$ cat src/rtl/burst_pkg.sv
// Shared command type and decode for the burst address sequencer.
// Assumes the strobes and advance are synchronous and active low.
package burst_pkg;

    typedef enum logic [1:0] {
        BC_HOLD = 2'd0,
        BC_STEP = 2'd1,
        BC_LOAD = 2'd2
    } burst_cmd_e;

    // Any strobe wins over advance; advance counts only with both strobes idle.
    function automatic burst_cmd_e burst_decode(input logic cpu_n,
                                                input logic ctl_n,
                                                input logic adv_n);
        if (!cpu_n || !ctl_n) begin
            return BC_LOAD;
        end else if (!adv_n) begin
            return BC_STEP;
        end
        return BC_HOLD;
    endfunction

endpackage

$ cat src/rtl/burst_beat_ctr.sv
// Beat counter: clears on a load, wraps modulo 2**BEAT_W on a step, holds
// otherwise. Assumes cmd is decoded from inputs sampled at the same edge.
module burst_beat_ctr
    import burst_pkg::*;
#(
    parameter int BEAT_W = 2
) (
    input  logic              clk,
    input  logic              rst_n,
    input  burst_cmd_e        cmd,
    output logic [BEAT_W-1:0] beat
);

    // Beat register update per decoded command.
    always_ff @(posedge clk) begin
        if (!rst_n) begin
            beat <= '0;
        end else begin
            case (cmd)
                BC_LOAD: beat <= '0;
                BC_STEP: beat <= beat + 1'b1;
                default: beat <= beat;
            endcase
        end
    end

    p_load_clears_r2: assert property (@(posedge clk) disable iff (!rst_n)
        (cmd == BC_LOAD) |=> (beat == '0));

    p_step_counts_r4: assert property (@(posedge clk) disable iff (!rst_n)
        (cmd == BC_STEP) |=> (beat == BEAT_W'($past(beat) + 1'b1)));

    p_hold_keeps_r5: assert property (@(posedge clk) disable iff (!rst_n)
        (cmd == BC_HOLD) |=> $stable(beat));

endmodule

$ cat src/rtl/burst_addr_hold.sv
// Start-address register: captures the fixed upper bits and the original
// low start bits on a load. Assumes load is a one-cycle qualified strobe.
module burst_addr_hold #(
    parameter int HIGH_W = 17,
    parameter int LOW_W  = 2,
    localparam int ADDR_W = HIGH_W + LOW_W
) (
    input  logic              clk,
    input  logic              rst_n,
    input  logic              load,
    input  logic [ADDR_W-1:0] addr_in,
    output logic [HIGH_W-1:0] upper,
    output logic [LOW_W-1:0]  start
);

    // Capture the start address; it is never modified by stepping.
    always_ff @(posedge clk) begin
        if (!rst_n) begin
            upper <= '0;
            start <= '0;
        end else if (load) begin
            upper <= addr_in[ADDR_W-1:LOW_W];
            start <= addr_in[LOW_W-1:0];
        end
    end

    p_upper_fixed_r8: assert property (@(posedge clk) disable iff (!rst_n)
        !load |=> ($stable(upper) && $stable(start)));

endmodule

$ cat src/rtl/burst_order_map.sv
// Maps the start bits and beat number to the current low address bits.
// Interleaved order XORs the beat in, linear order adds it modulo 2**LOW_W.
// Assumes order_sel is static during a burst.
module burst_order_map #(
    parameter int LOW_W = 2
) (
    input  logic [LOW_W-1:0] start,
    input  logic [LOW_W-1:0] beat,
    input  logic             order_sel,
    output logic [LOW_W-1:0] low
);

    logic [LOW_W-1:0] lin_low;
    logic [LOW_W-1:0] ilv_low;

    // Compute both orders and select one by the static mode input.
    always_comb begin
        lin_low = start + beat;
        ilv_low = start ^ beat;
        low     = order_sel ? ilv_low : lin_low;
    end

endmodule

$ cat src/rtl/burst_addr_gen.sv
// Top of the burst address sequencer. Loads a start address on either
// strobe and steps the low bits in interleaved or linear order on advance.
// Assumes all control inputs are synchronous to clk; order_sel is static.
module burst_addr_gen
    import burst_pkg::*;
#(
    parameter int ADDR_W = 19,
    parameter int LOW_W  = 2
) (
    input  logic              clk,
    input  logic              rst_n,
    input  logic              strobe_cpu_n,
    input  logic              strobe_ctl_n,
    input  logic              adv_n,
    input  logic              order_sel,
    input  logic [ADDR_W-1:0] addr_in,
    output logic [ADDR_W-1:0] addr_out,
    output logic [LOW_W-1:0]  beat_idx
);

    localparam int HIGH_W = ADDR_W - LOW_W;

    burst_cmd_e        cmd;
    logic [HIGH_W-1:0] upper_q;
    logic [LOW_W-1:0]  start_q;
    logic [LOW_W-1:0]  low_addr;

    // Decode the sampled strobes and advance into one command.
    always_comb begin
        cmd = burst_decode(strobe_cpu_n, strobe_ctl_n, adv_n);
    end

    burst_addr_hold #(
        .HIGH_W (HIGH_W),
        .LOW_W  (LOW_W)
    ) u_hold (
        .clk     (clk),
        .rst_n   (rst_n),
        .load    (cmd == BC_LOAD),
        .addr_in (addr_in),
        .upper   (upper_q),
        .start   (start_q)
    );

    burst_beat_ctr #(
        .BEAT_W (LOW_W)
    ) u_beat (
        .clk   (clk),
        .rst_n (rst_n),
        .cmd   (cmd),
        .beat  (beat_idx)
    );

    burst_order_map #(
        .LOW_W (LOW_W)
    ) u_map (
        .start     (start_q),
        .beat      (beat_idx),
        .order_sel (order_sel),
        .low       (low_addr)
    );

    // Assemble the output address from fixed upper bits and mapped low bits.
    always_comb begin
        addr_out = {upper_q, low_addr};
    end

    p_wrap_to_start_r8: assert property (@(posedge clk) disable iff (!rst_n)
        (cmd == BC_STEP && beat_idx == '1) |=>
            (addr_out[LOW_W-1:0] == start_q && $stable(addr_out[ADDR_W-1:LOW_W])));

    p_load_takes_input_r3: assert property (@(posedge clk) disable iff (!rst_n)
        (!strobe_ctl_n || !strobe_cpu_n) |=>
            (addr_out[ADDR_W-1:LOW_W] == $past(addr_in[ADDR_W-1:LOW_W])));

endmodule

$ cat config.mk
export PLATFORM = sky130hd
export DESIGN_NAME = burst_addr_gen
export DESIGN_NICKNAME = d
export VERILOG_FILES = /design/src/rtl/burst_pkg.sv /design/src/rtl/burst_beat_ctr.sv /design/src/rtl/burst_addr_hold.sv /design/src/rtl/burst_order_map.sv /design/src/rtl/burst_addr_gen.sv
export SDC_FILE = /design/constraint.sdc
export NUM_CORES = 1
export LEC_CHECK = 0
export ABC_AREA = 1
export ABC_CLOCK_PERIOD_IN_PS = 1700
export BUFFER_PORTS_ARGS = -buffer_cell sky130_fd_sc_hd__buf_4
export CAP_MARGIN = 10
export CORE_UTILIZATION = 48
export CTS_BUF_LIST = sky130_fd_sc_hd__clkbuf_4
export DETAILED_ROUTE_END_ITERATION = 7
export PLACE_DENSITY = 0.85
export SYNTH_ARGS = -nofsm -noshare
export SYNTH_HDL_FRONTEND = slang
export SYNTH_SLANG_ARGS = --single-unit
$ cat constraint.sdc
create_clock -name clk -period 1.7 [get_ports clk]
set_clock_uncertainty 0.15 [all_clocks]
set_input_delay 0.34 -clock clk [delete_from_list [all_inputs] [get_ports clk]]
set_output_delay 0.34 -clock clk [all_outputs]
set_load 0.1 [all_outputs]
Word level (Yosys, flattened, before mapping):

Index checks and enable logic that the tools add are counted.

* bits in registers: 21
* input port bits: 25
* output and inout port bits: 21
* word-level logic and storage cells: 19

* $add $sub $neg: 2
* equality and inequality tests: 2
* multiplexer cells: 7
* bitwise logic cells: 1
* reductions and logical operators: 4

Operators with widths (count)
* two-way mux 2 bit: 4
* case mux 2 bit (2 select lines): 1
* adder 2 x 1 -> 2 bit (second input constant): 1
* adder 2 bit: 1
* == test 2 x 1 -> 1 bit (second input constant): 1
* == test 2 bit (second input constant): 1
* logical NOT 1 bit: 2
* two-way mux 1 bit: 2
* nonzero test 2 bit: 1
* XOR 2 bit: 1
* logical OR 1 bit: 1

Longest topological paths before layout:

Gate-level depths: netlist of run 1.

* word-level depth: 6
* mapped depth: 6
* mapped depth without buffers: 6

By module:

A second synthesis of run 1 with hierarchy kept.

* cells, all modules: 152
* area, all modules: 978.4 µm²

By module, submodules not included
* burst_addr_hold: instances 1, cells an instance 120, area an instance 790.8 µm², sequential area each 380.4 µm²
* burst_beat_ctr: instances 1, cells an instance 15, area an instance 107.6 µm², sequential area each 40.0 µm²
* burst_order_map: instances 1, cells an instance 15, area an instance 67.6 µm², sequential area each 0.0 µm²
* burst_addr_gen: instances 1, cells an instance 2, area an instance 12.5 µm², sequential area each 0.0 µm²

Worst setup path after synthesis of run 1:

Ideal clock, no wire load.

* path kind: register -> output
* start: register u_beat.beat[0]
* end: output addr_out[1]
* arrival time: 2.015 ns
* required time: 1.210 ns
* path slack: -0.805 ns
* stages on the path, launching flop included: 6
* buffers on the path: 0
* cells stage by stage: dfxtp_1 -> ha_1 -> nand2_1 -> nand3_1 -> nand2_1 -> inv_1

* longest elaborated chain between the ends: 2

Ends and longest elaborated chain
* start: declaration: RTL line burst_beat_ctr.sv:11 `output logic [BEAT_W-1:0] beat`
* start signal: assignment: RTL line burst_beat_ctr.sv:21 `BC_STEP: beat <= beat + 1'b1;`
* start signal: assignment: RTL line burst_beat_ctr.sv:22 `default: beat <= beat;`
* adder 2 bit: RTL line burst_order_map.sv:18 `lin_low = start + beat;`
* two-way mux 2 bit: RTL line burst_order_map.sv:20 `low = order_sel ? ilv_low : lin_low;`
* end: declaration: RTL line burst_addr_gen.sv:17 `output logic [ADDR_W-1:0] addr_out,`

Every way passes these cells.

Worst setup path in the final report of run 1:

* start: register u_hold.start[0]
* end: output addr_out[1]

* longest elaborated chain between the ends: 2

Ends and longest elaborated chain
* start: declaration: RTL line burst_addr_hold.sv:13 `output logic [LOW_W-1:0] start`
* start signal: assignment: RTL line burst_addr_hold.sv:23 `start <= addr_in[LOW_W-1:0];`
* adder 2 bit: RTL line burst_order_map.sv:18
* two-way mux 2 bit: RTL line burst_order_map.sv:20

Every way passes these cells.

==> impl_metrics.csv, run 1 <==
group,metric,value,unit
worst_setup_path,cp_cell_sequence,"ha_4, inv_2, nor2_1, nand3_1, nand2_2, clkinvlp_4, buf_12",
clocking,clk_latency,0.30,ns
global_route,grt_max_degree,21,
synthesis,synth_cell_types,15,
timing,post-route-period-util,1.09,
timing,tightest_slew,0.623,ns
synthesis,avgSynthCellArea,7.55,sq um
synthesis,synth_top_family_by_area,"simple AND/OR/NAND/NOR gates",
clocking,numClockSinks,21,
synthesis,synth_common_cells,"42 x nor2_1, 21 x dfxtp_1, 10 x o21ai_0",
worst_setup_path,cp-start-kind,"flop",
detailed_routing,wl,2010,um
floorplan,num_rows,14,
synthesis,yosysWarnings,0,
synthesis,synth-simple-area-share,0.263,
synthesis,netlist_area,838,sq um
run_status,status,"finished, violations left",
timing,hold_viol,0,
floorplan,die_x,43.8,um
worst_setup_path,critPathMaxFanout,2,
synthesis,yosys.cell_count.top_type,"nor2_1",
clocking,cts_max_level,1,
floorplan,start_util,0.532,
timing,rsz0062_at_grt,"true",
clocking,clk_pin_slew,0.12,ns
hold_path,hp-start,"addr_in[15]",
timing,drv_slew,0,
timing,holdWs,0.102,ns
floorplan,die-area,0.00192,sq mm
synthesis,synthAdderAreaFrac,0.0149,
synthesis,netlist_top_cells_area,"dfxtp_1 50%, nor2_1 19%, o21ai_0 6.0%",
floorplan,io_pins,46,
placement,portBuffers,45,
placement,hpwl,1390,um
synthesis,ys_seq_area_frac,0.501,
timing,worst_slack,-0.145,ns
synthesis,synth_compound_area_frac,0.124,
global_route,grt_pass1_wl,3370,um
worst_setup_path,crit_arrival,1.36,ns
power,power_leakage,0.000598,uW
detailed_routing,drt_pre_antenna_iters,5,
timing,setup_violations,1,
worst_setup_path,worst_path_largest_cell_delay,0.37,ns
detailed_routing,wl_per_cell,11.7,um
timing,tns,-0.145,ns
detailed_routing,routed_via_density,4.81,
finish,drive_above_1_share,0.397,
clocking,cts_tree,"done",
finish,diodes,0,
synthesis,synthesis.nets,137,
floorplan,die_height,43.8,um
synthesis,ys_ff_latch,21,
power,ir_drop,0.689,mV
worst_setup_path,critPathRequiredTime,1.21,ns
run_status,violations,"design-rule violations, negative setup slack",
synthesis,synthFlopType,"dfxtp_1",
detailed_routing,drt-initial-drc-count,17,
floorplan,core,0.00158,sq mm
power,power_density,998,mW/mm^2
finish,postLayoutCoreUtil,0.783,
synthesis,synth_largest_area_cell,"dfxtp_1",
detailed_routing,post-route-drc-count,2,
placement,gp_congestion,0.768,
finish,syn_to_final_growth,47.2,%
timing,period_needed,1.85,ns
global_route,grt.total_usage,0.240,
global_route,grt_overflow_total,0,
synthesis,synth_enable_flop_cells,0,
worst_setup_path,end_kind,"output port",
timing,slew-limit-headroom,0.584,
worst_setup_path,critPathSlowestCell,"dfxtp_2",
synthesis,synth.top_cell.area_share,0.501,
timing,fmax,0.542,GHz
global_route,first_global_vias,799,
clocking,cts_buffers,3,
synthesis,synthCells,111,
clocking,cts_hold_buf,0,
worst_setup_path,criticalPathCategory,"reg2out",
detailed_routing,drtAntennaViolNets,0,
worst_setup_path,critPathTopFamily,"flip-flops",
detailed_routing,vias,828,
hold_path,hold_class,"in2reg",
clocking,cts_max_path_buffers,2,
clocking,cts-root-buf,"clkbuf_4",
worst_setup_path,path_buf_inv,3,
finish,nets,183,
worst_setup_path,r2r_start,"u_beat.beat[0]",
synthesis,ys_async_sr_fraction,0,
global_route,antenna_found_initial,0,
placement,pre_cts_slack,0.0788,ns
synthesis,synth_mux_area_frac,0,
worst_setup_path,worstSetupStartpoint,"u_hold.start[0]",
job,drv_cap,0,
synthesis,synth_xor_area_frac,0,
-- sequential cells by signal (all words and copies together) (netlist names) --
name,cells
u_hold.start,2
u_beat.beat,2
u_hold.upper,17
-- where the power goes --
group	internal (uW)	switching, uW	leakage, uW	total, uW
clock network	107	146	0.0000184	254
logic	113	322	0.000404	435
registers	523	19.2	0.000176	542
total	744	488	0.000598	1230
-- worst paths after layout --
kind,to,slack (ns),cells past startpoint
worst max-delay path,addr_out[1],-0.15,7
worst min-delay path,u_hold.upper[13],0.10,3
worst max register to register,u_beat.beat[1],0.59,6
worst min register to register,u_hold.upper[2],0.36,2
-- worst register-to-register path, cell delays in order, from the launching register on --
cell and delay (ns):
dfxtp_4 0.37, buf_4 0.11, inv_1 0.05, nor2_1 0.16, nand2_1 0.07, nand2_1 0.07
nor2_1 0.03
-- cell usage in the layout, fill, tap and decap left out, types with 2 or more instances in the layout --
cell type,Yosys,layout
buf_4,2,45
inv_1,8,6
nor2_1,42,42
dfxtp_1,21,18
nand3_1,2,2
o21ai_0,10,10
nand2_1,8,7
o21ai_1,9,9
nand2_2,2,3
dfxtp_4,0,2
clkbuf_4,0,4
-- cells by family (layout without fill, tap and decap cells) --
| logic type | after synthesis | after routing |
|---|---|---|
| flops | 21 | 21 |
| fa+ha+maj | 1 | 1 |
| simple gates | 55 | 55 |
| buf+inv | 14 | 59 |
| compound gates | 20 | 20 |
-- repair_timing --
item                       4_1_cts  5_1_grt
setup endpoints to repair        2        2
setup buffers                    1        0
gates resized for setup          6        1
-- area by class of cell --
cell class	count	area (sq um)
Clock buffer	4	30.0
Tap cell	16	20.0
Timing Repair Buffer	47	369
Fill cell	122	343
Inverter	8	33.8
Sequential cell	21	429
Multi-Input combinational cell	76	352
-- through the flow --
step / instance area [sq um] / power (uW) / instances
after floorplan: 862 / 878 / 111
after global placement: 1180 / 971 / 167
after detailed placement: 1180 / 977 / 167
after CTS: 1230 / 1230 / 172
after global routing: 1230 / 1290 / 172
final: 1230 / 1230 / 172
-- layer usage --
layer  track usage  part of all wire  vias to the layer above
li1              -                 -                      435
met1         0.286              0.42                      371
met2         0.400              0.52                       20
met3        0.0625             0.047                        2
met4         0.113            0.0065                        0
met5             0                 0                        -
Power figures use the tool's default switching activity.
==> inputs of run 2 (changes only) <==
--- a/config.mk
+++ b/config.mk
@@ -9,10 +9,12 @@
 export ABC_CLOCK_PERIOD_IN_PS = 1700
 export BUFFER_PORTS_ARGS = -buffer_cell sky130_fd_sc_hd__buf_4
 export CAP_MARGIN = 10
-export CORE_UTILIZATION = 48
+export CELL_PAD_IN_SITES_DETAIL_PLACEMENT = 0
+export CELL_PAD_IN_SITES_GLOBAL_PLACEMENT = 1
+export CORE_UTILIZATION = 33
 export CTS_BUF_LIST = sky130_fd_sc_hd__clkbuf_4
 export DETAILED_ROUTE_END_ITERATION = 7
-export PLACE_DENSITY = 0.85
+export PLACE_DENSITY_LB_ADDON = 0.1
 export SYNTH_ARGS = -nofsm -noshare
 export SYNTH_HDL_FRONTEND = slang
 export SYNTH_SLANG_ARGS = --single-unit
==> run 2 against run 1 <==
Net effect: the run ends with negative setup slack left; combinational power hardly changed; critical path depth did not move; sequential cell count did not move; die area increased by 43%; total power down 1.9%; largest cell class unchanged; clock power decreased by 8.3%; worst setup slack gained 0.023 ns; worst hold slack better by 0.0065 ns; cell count up 7.0%; count of clock-buffer cells in the layout fell by 1; first-iteration DRC count fell by 65%; utilization shrank 24 points.
==> impl_metrics.csv, run 2 (synthesized netlist as in run 1, its figures left out) <==
group,metric,value,unit
worst_setup_path,critPathRequiredTime,1.21,ns
finish,largest_reg_flops,17,
worst_setup_path,end_kind,"output port",
placement,dpl.cell_count,179,
power,ir_drop,0.534,mV
floorplan,num_rows,17,
clocking,numClockSinks,21,
finish,syn_to_final_growth,49.1,%
job,drv_cap,0,
clocking,cts-root-buf,"clkbuf_4",
run_status,status,"finished, violations left",
power,power_density,967,mW/mm^2
finish,regMostFlops,"u_hold.upper",
finish,final_common_cell,"buf_4",
clocking,cts_buffers,3,
timing,slew-limit-headroom,0.574,
clocking,clk_pin_slew,0.12,ns
floorplan,die_height,52.4,um
clocking,cts_tree,"done",
detailed_routing,vias,824,
worst_setup_path,critPathMaxFanout,2,
floorplan,die-area,0.00275,sq mm
timing,hold_viol,0,
detailed_routing,routed_via_density,4.48,
finish,diodes,0,
global_route,grt_max_degree,21,
timing,tightest_slew,0.639,ns
floorplan,core,0.00230,sq mm
finish,nets,183,
worst_setup_path,criticalPathCategory,"reg2out",
finish,fillers,230,
global_route,first_global_vias,773,
detailed_routing,wl_per_cell,10.5,um
clocking,cts_max_path_buffers,2,
finish,reg_top3,"u_hold.upper: 17 flops, u_beat.beat: 2 flops, u_hold.start: 2 flops",
run_status,violations,"negative setup slack",
detailed_routing,drtAntennaViolNets,0,
clocking,clk_latency,0.29,ns
detailed_routing,wl,1940,um
finish,mostFrequentLayoutCells,"45 x buf_4, 42 x nor2_1, 17 x dfxtp_1",
global_route,grt_overflow_total,0,
finish,fin_cells,184,
placement,gp_congestion,0.786,
global_route,antenna_found_initial,0,
global_route,grt.total_usage,0.159,
hold_path,hold_class,"in2reg",
finish,drive_above_1_share,0.397,
timing,period_needed,1.82,ns
placement,hpwl,1360,um
timing,setup_violations,1,
worst_setup_path,crit_arrival,1.33,ns
detailed_routing,drt_pre_antenna_iters,4,
detailed_routing,drt-initial-drc-count,6,
floorplan,io_pins,46,
timing,drv_slew,0,
placement,pre_cts_slack,0.134,ns
timing,holdWs,0.108,ns
clocking,cts_max_level,1,
timing,rsz0062_at_grt,"true",
floorplan,start_util,0.365,
power,power_leakage,0.000594,uW
placement,portBuffers,45,
timing,post-route-period-util,1.07,
detailed_routing,post-route-drc-count,0,
worst_setup_path,cp-start-kind,"flop",
global_route,grt_pass1_wl,3210,um
timing,worst_slack,-0.122,ns
timing,fmax,0.549,GHz
timing,tns,-0.122,ns
floorplan,die_x,52.4,um
-- run 2: changes by cell type in the layout (fill, tap and decap cells not counted), sizes merged --
cell	previous run	this run
clkbuf	4	3
clkinvlp	1	2
-- run 2: final cells by class --
cell class,instances,area [sq um],area share
flip-flops and latches,21,430,0.344
multi-input cells,76,352,0.281
clock buffers,3,22.5,0.0180
well taps,28,35.0,0.0280
inverters,8,33.8,0.0270
clock inverters,1,7.51,0.00601
repair buffers,47,369,0.295
-- run 2: timing repair --
item                       in CTS  in global routing
pin swaps                       0                  1
setup buffers                   1                  0
gates cloned                    0                  0
hold buffers                    0                  0
resized for setup               5                  2
setup endpoints to repair       2                  1
-- run 2: power by group --
part | switching (uW) | internal, uW | leakage [uW]
combinational | 320 | 113 | 0.000403
clock | 144 | 89.3 | 0.0000139
sequential | 19.1 | 524 | 0.000177
-- run 2: layer usage --
metal / vias to the layer above / part of all wire / track usage
met1: 356 / 0.45 / 0.178
met3: 2 / 0.075 / 0.0551
met2: 29 / 0.46 / 0.278
li1: 437 / - / -
met4: 0 / 0.0088 / 0.0526
met5: - / 0 / 0
-- run 2: worst paths after layout --
kind	startpoint	to	slack (ns)	cells after the start
hold reg to reg	u_hold.upper[16]	u_hold.upper[16]	0.37	2
hold / removal	addr_in[17]	u_hold.upper[15]	0.11	3
setup / recovery	u_beat.beat[0]	addr_out[1]	-0.12	7
setup reg to reg	u_beat.beat[0]	u_beat.beat[1]	0.61	6
-- run 2: worst max-delay path, stage by stage, from the launching register on --
cell	delay [ns]
dfxtp_4	0.38
ha_4	0.12
inv_1	0.03
nor2_1	0.07
nand3_1	0.08
nand2_2	0.09
clkinvlp_4	0.10
buf_12	0.17
-- run 2: metrics by stage --
step / power [uW] / instance area [sq um] / util
floorplan: 878 / 862 / -
global placement: 973 / 1190 / 0.519
detailed placement: 977 / 1190 / 0.519
CTS: 1220 / 1240 / 0.541
global route: 1270 / 1250 / 0.544
finish: 1210 / 1250 / 0.544
==> inputs of run 3 (changes only) <==
--- a/config.mk
+++ b/config.mk
@@ -5,13 +5,12 @@
 export SDC_FILE = /design/constraint.sdc
 export NUM_CORES = 1
 export LEC_CHECK = 0
-export ABC_AREA = 1
 export ABC_CLOCK_PERIOD_IN_PS = 1700
 export BUFFER_PORTS_ARGS = -buffer_cell sky130_fd_sc_hd__buf_4
 export CAP_MARGIN = 10
 export CELL_PAD_IN_SITES_DETAIL_PLACEMENT = 0
 export CELL_PAD_IN_SITES_GLOBAL_PLACEMENT = 1
-export CORE_UTILIZATION = 33
+export CORE_UTILIZATION = 35
 export CTS_BUF_LIST = sky130_fd_sc_hd__clkbuf_4
 export DETAILED_ROUTE_END_ITERATION = 7
 export PLACE_DENSITY_LB_ADDON = 0.1
==> run 3 against run 2 <==
Net effect: the run still ends with negative setup slack left; critical path depth shrank 3; design area grew 6.7%; non-clock buffer count grew 1; combinational power shrank 8.1%.
==> impl_metrics.csv, run 3 <==
group,metric,value,unit
timing,tightest_slew,0.359,ns
clocking,cts_hold_buf,0,
finish,mostFrequentLayoutCells,"46 x buf_4, 38 x nand2_1, 18 x dfxtp_1",
timing,hold_viol,0,
synthesis,synth_common_cells,"38 x nand2_1, 21 x dfxtp_1, 10 x a21boi_2",
finish,fillers,226,
finish,regMostFlops,"u_hold.upper",
global_route,grt_max_degree,21,
worst_setup_path,critPathRequiredTime,1.21,ns
synthesis,synth_enable_flop_cells,0,
timing,setup_violations,1,
synthesis,synth_largest_area_cell,"dfxtp_1",
finish,final_common_cell,"buf_4",
floorplan,io_pins,46,
detailed_routing,routed_via_density,4.52,
timing,drv_slew,0,
global_route,grt.total_usage,0.147,
worst_setup_path,criticalPathCategory,"reg2out",
clocking,clk_latency,0.30,ns
power,power,1180,uW
global_route,grt_overflow_total,0,
floorplan,start_util,0.384,
synthesis,avgSynthCellArea,9.29,sq um
floorplan,die_x,52.2,um
detailed_routing,wl_per_cell,10.7,um
finish,drive_above_1_share,0.514,
power,power_leakage,0.000616,uW
worst_setup_path,cp-start-kind,"flop",
synthesis,netlist_area,882,sq um
finish,postLayoutCoreUtil,0.581,
detailed_routing,wl,1820,um
synthesis,synthAdderAreaFrac,0.0142,
clocking,cts-root-buf,"clkbuf_4",
floorplan,core,0.00230,sq mm
timing,rsz0062_at_grt,"true",
synthesis,synth_top_family_by_area,"simple AND/OR/NAND/NOR gates",
synthesis,synth-simple-area-share,0.233,
synthesis,yosys.cell_count.top_type,"nand2_1",
power,power_density,888,mW/mm^2
floorplan,die_height,52.2,um
synthesis,synth_xor_area_frac,0.0298,
synthesis,synth_cell_types,18,
floorplan,die-area,0.00272,sq mm
timing,fmax,0.561,GHz
timing,period_needed,1.78,ns
placement,hpwl,1280,um
global_route,grt_pass1_wl,2920,um
clocking,cts_max_path_buffers,2,
worst_setup_path,worst_path_largest_cell_delay,0.37,ns
clocking,clk_pin_slew,0.12,ns
synthesis,ys_async_sr_fraction,0,
finish,reg_top3,"u_hold.upper: 17 flops, u_beat.beat: 2 flops, u_hold.start: 2 flops",
finish,largest_reg_flops,17,
finish,nets,169,
placement,pre_cts_slack,0.107,ns
synthesis,synth.top_cell.area_share,0.477,
timing,slew-limit-headroom,0.760,
synthesis,synthesis.nets,121,
clocking,cts_tree,"done",
worst_setup_path,cp_cell_sequence,"ha_4, nor2b_4, xnor2_4, buf_12",
global_route,antenna_found_initial,0,
placement,portBuffers,45,
placement,gp_congestion,0.627,
finish,syn_to_final_growth,51.2,%
synthesis,netlist_top_cells_area,"dfxtp_1 48%, nand2_1 16%, a21boi_2 13%",
synthesis,yosysWarnings,0,
timing,post-route-period-util,1.05,
timing,tns,-0.0813,ns
synthesis,ys_ff_latch,21,
synthesis,synth_mux_area_frac,0,
worst_setup_path,crit_arrival,1.29,ns
timing,worst_slack,-0.0813,ns
run_status,status,"finished, violations left",
synthesis,synthFlopType,"dfxtp_1",
floorplan,num_rows,17,
worst_setup_path,critPathMaxFanout,2,
detailed_routing,drt-initial-drc-count,8,
run_status,violations,"negative setup slack",
clocking,cts_buffers,3,
detailed_routing,drt_pre_antenna_iters,3,
clocking,cts_max_level,1,
detailed_routing,vias,768,
job,drv_cap,0,
worst_setup_path,critPathSlowestCell,"dfxtp_2",
hold_path,hold_class,"in2reg",
synthesis,synth_compound_area_frac,0.204,
finish,diodes,0,
detailed_routing,drtAntennaViolNets,0,
synthesis,ys_seq_area_frac,0.477,
detailed_routing,post-route-drc-count,0,
global_route,first_global_vias,736,
power,ir_drop,0.469,mV
worst_setup_path,end_kind,"output port",
clocking,numClockSinks,21,
synthesis,synthCells,95,
-- run 3: cell count changes after synthesis, sizes merged, moves of 8 or more --
cell	delta
inv	-8
o21ai	-20
nand2	+30
a21boi	+19
nor2	-41
-- run 3: critical path: cells and delay by family (launching register included) --
kind | cells | cell delay [ns]
XOR/XNOR | 1 | 0.14
adder cells (fa/ha/maj) | 1 | 0.12
flip-flops | 1 | 0.37
buffers and inverters | 1 | 0.19
AND/OR/NAND/NOR | 1 | 0.17
-- run 3: report_power, final --
group	total, uW	internal (uW)	switching (uW)
Combinational	397	118	279
Clock	254	107	147
Sequential	534	518	15.4
Total	1180	744	441
-- run 3: area by class of cell --
| cell class | instances | area [sq um] | share of cell area |
|---|---|---|---|
| Multi-Input combinational cell | 69 | 463 | 0.347 |
| Tap cell | 28 | 35.0 | 0.0263 |
| Timing Repair Buffer | 48 | 377 | 0.282 |
| Clock buffer | 4 | 30.0 | 0.0225 |
| Sequential cell | 21 | 429 | 0.322 |
-- run 3: final timing paths --
check	from	cells past startpoint	to	slack [ns]
setup reg to reg	u_beat.beat[0]	4	u_beat.beat[1]	0.58
hold / removal	addr_in[17]	3	u_hold.upper[15]	0.13
hold reg to reg	u_hold.upper[11]	2	u_hold.upper[11]	0.31
setup / recovery	u_hold.start[0]	4	addr_out[1]	-0.08
-- run 3: metrics by stage --
step,instances,instance area [sq um],hold WS [ns]
floorplan,95,928,0.303
global placement,164,1270,0.287
detailed placement,164,1270,0.294
CTS,170,1330,0.117
global route,170,1330,0.111
finish,170,1330,0.130
-- run 3: timing repair --
action                                 4_1_cts  5_1_grt
endpoints found under the hold margin        0        0
setup buffers                                2        0
pin swaps                                    1        0
setup endpoints to repair                    2        2
resized for setup                            4        1
cloned                                       0        0
-- run 3: metal layers --
layer / GRT usage / share of wire / vias up
met3: 0.0377 / 0.070 / 4
met2: 0.254 / 0.47 / 26
met1: 0.164 / 0.44 / 343
met4: 0.0789 / 0.015 / 0
met5: 0 / 0 / -
li1: - / - / 395
-- run 3: cells by family (layout without fill, tap and decap cells) --
group / count (synthesis) / in the layout
flip-flops: 21 / 21
AND/OR/NAND/NOR: 46 / 46
adder cells (fa/ha/maj): 1 / 1
XOR/XNOR: 3 / 3
AO/OA/AOI/OAI: 19 / 19
buffers and inverters: 5 / 52
